`config.mk`:
```
export PLATFORM = sky130hd
export DESIGN_NAME = dpm_collision_flagger
export DESIGN_NICKNAME = d
export VERILOG_FILES = /design/src/rtl/dpc_pkg.sv /design/src/rtl/dpc_port_reg.sv /design/src/rtl/dpc_hit_logic.sv /design/src/rtl/dpc_flag_delay.sv /design/src/rtl/dpm_collision_flagger.sv
export SDC_FILE = /design/constraint.sdc
export NUM_CORES = 1
export LEC_CHECK = 0
export BUFFER_PORTS_ARGS = -buffer_cell sky130_fd_sc_hd__buf_2
export CAP_MARGIN = 20
export CELL_PAD_IN_SITES_DETAIL_PLACEMENT = 0
export CELL_PAD_IN_SITES_GLOBAL_PLACEMENT = 1
export CORE_MARGIN = 2
export CORE_UTILIZATION = 40
export DETAILED_ROUTE_END_ITERATION = 10
export PLACE_DENSITY = 0.87
export SYNTH_ARGS = -nofsm -noshare
export SYNTH_HDL_FRONTEND = slang
export SYNTH_SLANG_ARGS = --single-unit
```
`constraint.sdc`:
```
create_clock -name clk -period 1.45 [get_ports clk]
set_input_delay 0.145 -clock clk [delete_from_list [all_inputs] [get_ports clk]]
set_output_delay 0.145 -clock clk [all_outputs]
set_load 0.01 [all_outputs]
```
`src/rtl/dpc_pkg.sv`:
```
package dpc_pkg;
  // Leading-port encoding used by lead_sel.
  typedef enum logic {
    PORT_A_LEADS = 1'b0,
    PORT_B_LEADS = 1'b1
  } lead_e;

  // Per-port flag request: collision seen, and whether it takes the long path.
  typedef struct packed {
    logic hit;
    logic slow;
  } flag_req_t;

  localparam int unsigned NUM_PORTS = 2;
endpackage

```
`src/rtl/dpc_port_reg.sv`:
```
// Captures one port's access qualifiers on the clock edge.
module dpc_port_reg #(
  parameter int unsigned AW = 8
) (
  input  logic          clk,
  input  logic          rst,
  input  logic          en_i,
  input  logic          wr_i,
  input  logic [AW-1:0] addr_i,
  output logic          en_q,
  output logic          wr_q,
  output logic [AW-1:0] addr_q
);
  always_ff @(posedge clk) begin
    if (rst) begin
      en_q   <= 1'b0;
      wr_q   <= 1'b0;
      addr_q <= '0;
    end else begin
      en_q   <= en_i;
      wr_q   <= wr_i;
      addr_q <= addr_i;
    end
  end
endmodule

```
`src/rtl/dpc_hit_logic.sv`:
```
// Decides which port sees a collision and which latency path it takes.
module dpc_hit_logic
  import dpc_pkg::*;
#(
  parameter int unsigned AW = 8
) (
  input  logic          a_en,
  input  logic          a_wr,
  input  logic [AW-1:0] a_addr,
  input  logic          b_en,
  input  logic          b_wr,
  input  logic [AW-1:0] b_addr,
  input  logic          skew,
  input  lead_e         lead,
  output flag_req_t     req_a,
  output flag_req_t     req_b
);
  logic same_loc;

  always_comb begin
    same_loc   = a_en && b_en && (a_addr == b_addr);
    // A port is at risk when the opposite port writes the shared location.
    req_a.hit  = same_loc && b_wr;
    req_b.hit  = same_loc && a_wr;
    req_a.slow = skew && (lead == PORT_A_LEADS);
    req_b.slow = skew && (lead == PORT_B_LEADS);
  end
endmodule

```
`src/rtl/dpc_flag_delay.sv`:
```
// Two- or three-stage delay from request to registered active-low flag.
module dpc_flag_delay
  import dpc_pkg::*;
(
  input  logic      clk,
  input  logic      rst,
  input  flag_req_t req_i,
  output logic      flag_n_o
);
  flag_req_t s1_q;
  logic      s2_q;
  logic      fire;

  always_comb fire = (s1_q.hit && !s1_q.slow) || s2_q;

  always_ff @(posedge clk) begin
    if (rst) begin
      s1_q     <= '0;
      s2_q     <= 1'b0;
      flag_n_o <= 1'b1;
    end else begin
      s1_q     <= req_i;
      s2_q     <= s1_q.hit && s1_q.slow;
      flag_n_o <= !fire;
    end
  end
endmodule

```
`src/rtl/dpm_collision_flagger.sv`:
```
module dpm_collision_flagger
  import dpc_pkg::*;
#(
  parameter int unsigned AW = 8
) (
  input  logic          clk,
  input  logic          rst,
  input  logic          skew_mode,
  input  logic          lead_sel,
  input  logic          a_en,
  input  logic          a_wr,
  input  logic [AW-1:0] a_addr,
  input  logic          b_en,
  input  logic          b_wr,
  input  logic [AW-1:0] b_addr,
  output logic          a_coll_n,
  output logic          b_coll_n
);
  logic [NUM_PORTS-1:0]         en_in, wr_in, en_q, wr_q;
  logic [NUM_PORTS-1:0][AW-1:0] addr_in, addr_q;
  logic                         skew_q;
  lead_e                        lead_q;
  flag_req_t [NUM_PORTS-1:0]    req;
  logic [NUM_PORTS-1:0]         flag_n;

  assign en_in   = {b_en, a_en};
  assign wr_in   = {b_wr, a_wr};
  assign addr_in = {b_addr, a_addr};

  always_ff @(posedge clk) begin
    if (rst) begin
      skew_q <= 1'b0;
      lead_q <= PORT_A_LEADS;
    end else begin
      skew_q <= skew_mode;
      lead_q <= lead_e'(lead_sel);
    end
  end

  for (genvar p = 0; p < NUM_PORTS; p++) begin : g_port
    dpc_port_reg #(.AW(AW)) u_reg (
      .clk    (clk),
      .rst    (rst),
      .en_i   (en_in[p]),
      .wr_i   (wr_in[p]),
      .addr_i (addr_in[p]),
      .en_q   (en_q[p]),
      .wr_q   (wr_q[p]),
      .addr_q (addr_q[p])
    );

    dpc_flag_delay u_dly (
      .clk      (clk),
      .rst      (rst),
      .req_i    (req[p]),
      .flag_n_o (flag_n[p])
    );
  end

  dpc_hit_logic #(.AW(AW)) u_hit (
    .a_en   (en_q[0]),
    .a_wr   (wr_q[0]),
    .a_addr (addr_q[0]),
    .b_en   (en_q[1]),
    .b_wr   (wr_q[1]),
    .b_addr (addr_q[1]),
    .skew   (skew_q),
    .lead   (lead_q),
    .req_a  (req[0]),
    .req_b  (req[1])
  );

  assign a_coll_n = flag_n[0];
  assign b_coll_n = flag_n[1];
endmodule

```
==> run_results.csv <==
group,metric,value,unit
final_layout,layout_common_cells,"dfxtp_1, buf_2, nor2b_1, xnor2_1, and2b_1",
clock_tree,cts_root_buf,"clkbuf_4",
critical_path,cp-start-kind,"flip-flop",
final_layout,finalNonFillerCells,137,
status,status,"finished clean",
routing,num_vias,592,
global_routing,grt_pass1_vias,527,
pwr,p_per_area,1390,nW/µm²
placed_design,placed_area,1080,µm²
floorplanning,rows,17,
final_layout,fin_nets,133,
clock_tree,htree_levels,2,
timing,finalSetupTns,0,ns
routing,totalWireLength,1.18,mm
critical_path,path_cells,"buf_2",
clock_tree,cts_resized,0,
yosys,synth_seq_cells,30,
critical_path,cp.required,1.31,ns
global_routing,grt_max_degree,30,
global_routing,antenna_found_initial,0,
clock_tree,clk_pin_slew,0.09,ns
clock_tree,clock_path_buffers,2,
floorplanning,core_region_area,2210,µm²
global_routing,grt-ovfl-total,0,
critical_path,cp.arrival,0.75,ns
yosys,yosysUniqueCellTypes,14,
placed_design,post-place-cells,130,
timing,final-setup-viol-count,0,
critical_path,crit_type,"reg2out",
routing,ant_nets,0,
floorplanning,ios,26,
routing,drt-initial-drc-count,6,
timing,maxSlewViolCount,0,
final_layout,drive_gt1_share,29.4,%
yosys,avgSynthCellArea,11.7,µm²
timing,hold_viol,0,
timing,grt_setup_unrepaired,"false",
clock_tree,post_cts_buffers,0,
routing,drt-pass1-iter-count,3,
critical_path,endpoint_kind,"primary output",
pwr,irDropWorstVdd,1.07,mV
critical_path,cp_top_family,"flip-flops",
placed_design,numPortBuffers,25,
pwr,p_leak,0.000512,µW
final_layout,n_antenna_cell,0,
timing,finClkSkew,0.0132,ns
timing,worst_slew_pin_slew,0.411,ns
floorplanning,die_height,52.3,µm
pwr,totalPowerFinal,1610,µW
yosys,yosysSeqAreaShare,64.3,%
critical_path,crit_buf_inv,1,
routing,viasPerCell,4.32,
floorplanning,die_area,2740,µm²
timing,finalCritPeriodShare,61.8,%
global_routing,grt_pass1_wl,1.92,mm
critical_path,critPathMaxFanout,1,
job,maxCapViolCount,0,
floorplanning,die_w,52.3,µm
global_routing,grt_usage,10.7,%
clock_tree,clk_latency,0.32,ns
critical_path,critPathMaxStageDelay,0.30,ns
hold_path,min_path_type,"in2reg",
timing,finalCriticalPeriod,0.895,ns
timing,fin_ws,0.555,ns
placed_design,routabilityCongestion,0.638,
yosys,synth_fp_nets,104,
timing,fmax,1120,MHz
final_layout,syn_to_final_growth,23.8,%
clock_tree,clock_sinks,30,
yosys,netlist_instances,80,
routing,avgRoutedWirePerCell,8.62,µm
floorplanning,start_util,42.3,%
clock_tree,cts_buffers,5,
placed_design,dp_slack,0.396,ns
timing,relSlewSlack,72.6,%
final_layout,final_common_cell,"dfxtp_1",
yosys,yosys_warnings,0,
final_layout,fillers,214,
final_layout,final_area,1160,µm²
critical_path,cp_slowest_cell,"dfxtp_1",
clock_tree,cts_tree,"yes",
clock_tree,cts_hold_buf,0,
yosys,syn-cell-area,935,µm²
placed_design,dp_hpwl,880,µm
routing,remaining_drc_errors,0,
## sequential cells by signal, summed over array words and instances (netlist names)
name and cells:
g_port.u_reg.addr_q 16, g_port.u_dly.s2_q 2, skew_q 1, g_port.u_dly.flag_n_o 2, g_port.u_dly.s1_q 4, g_port.u_reg.wr_q 2
lead_q 1, g_port.u_reg.en_q 2
## cell usage after synthesis
cell,n,share of area [%]
and3b_1,2,1.9
o21bai_1,2,1.6
nor2b_1,17,11
and2b_1,7,5.6
nor3_1,2,1.1
nand4_1,1,0.67
nand2_1,2,0.80
nor3b_1,1,0.80
dfxtp_1,30,64
buf_6,1,1.2
clkbuf_1,2,0.80
nand3_1,3,1.6
nor2_1,2,0.80
xnor2_1,8,7.5
## through the flow
step,hold slack (ns),utilization (%)
floorplan,0.270,-
global placement,0.350,48.6
detailed placement,0.354,48.6
CTS,0.0103,52.3
global route,0.0254,52.3
finish,0.0311,52.3
## layer usage
layer	share of wire (%)	wire, µm	global-route usage (%)	vias up
li1	-	-	-	309
met1	36	421	7.57	257
met2	51	601	18.3	21
met3	11	130	8.00	5
met4	2.3	27	8.55	0
met5	0	0	0	-
## report_power, final
part	leakage [µW]	internal (µW)	switching, µW	total, µW
logic	0.000219	57.3	32.3	89.7
clock network	0.0000443	401	251	653
registers	0.000248	857	12.4	870
## kinds of logic (layout without fill, tap and decap cells)
kind of cell    after synthesis  in the layout  share of synthesized area (%)
compound gates                2              2                           1.61
flops                        30             30                           64.3
buf+inv                       3             32                           2.01
xor+xnor                      8              8                           7.50
simple gates                 37             37                           24.6
## path summary, 6_finish.rpt
| check | start | to | slack (ns) | cells past startpoint |
|---|---|---|---|---|
| max reg2reg | g_port[1].u_reg.addr_q[5] | g_port[0].u_dly.s1_q[1] | 0.57 | 3 |
| min reg2reg | lead_q | g_port[0].u_dly.s1_q[0] | 0.41 | 1 |
| max | g_port[0].u_dly.flag_n_o | a_coll_n | 0.55 | 1 |
| min | b_addr[1] | g_port[1].u_reg.addr_q[1] | 0.03 | 2 |
## final cells by class
class | count | area [µm²] | area share, %
multi-input combinational | 47 | 315 | 27.2
sequential | 30 | 601 | 51.9
clock inverter | 1 | 30.0 | 2.59
clock buffer | 6 | 51.3 | 4.43
timing repair buffer | 25 | 125 | 10.8
tap | 28 | 35.0 | 3.03
Power figures use the tool's default switching activity.
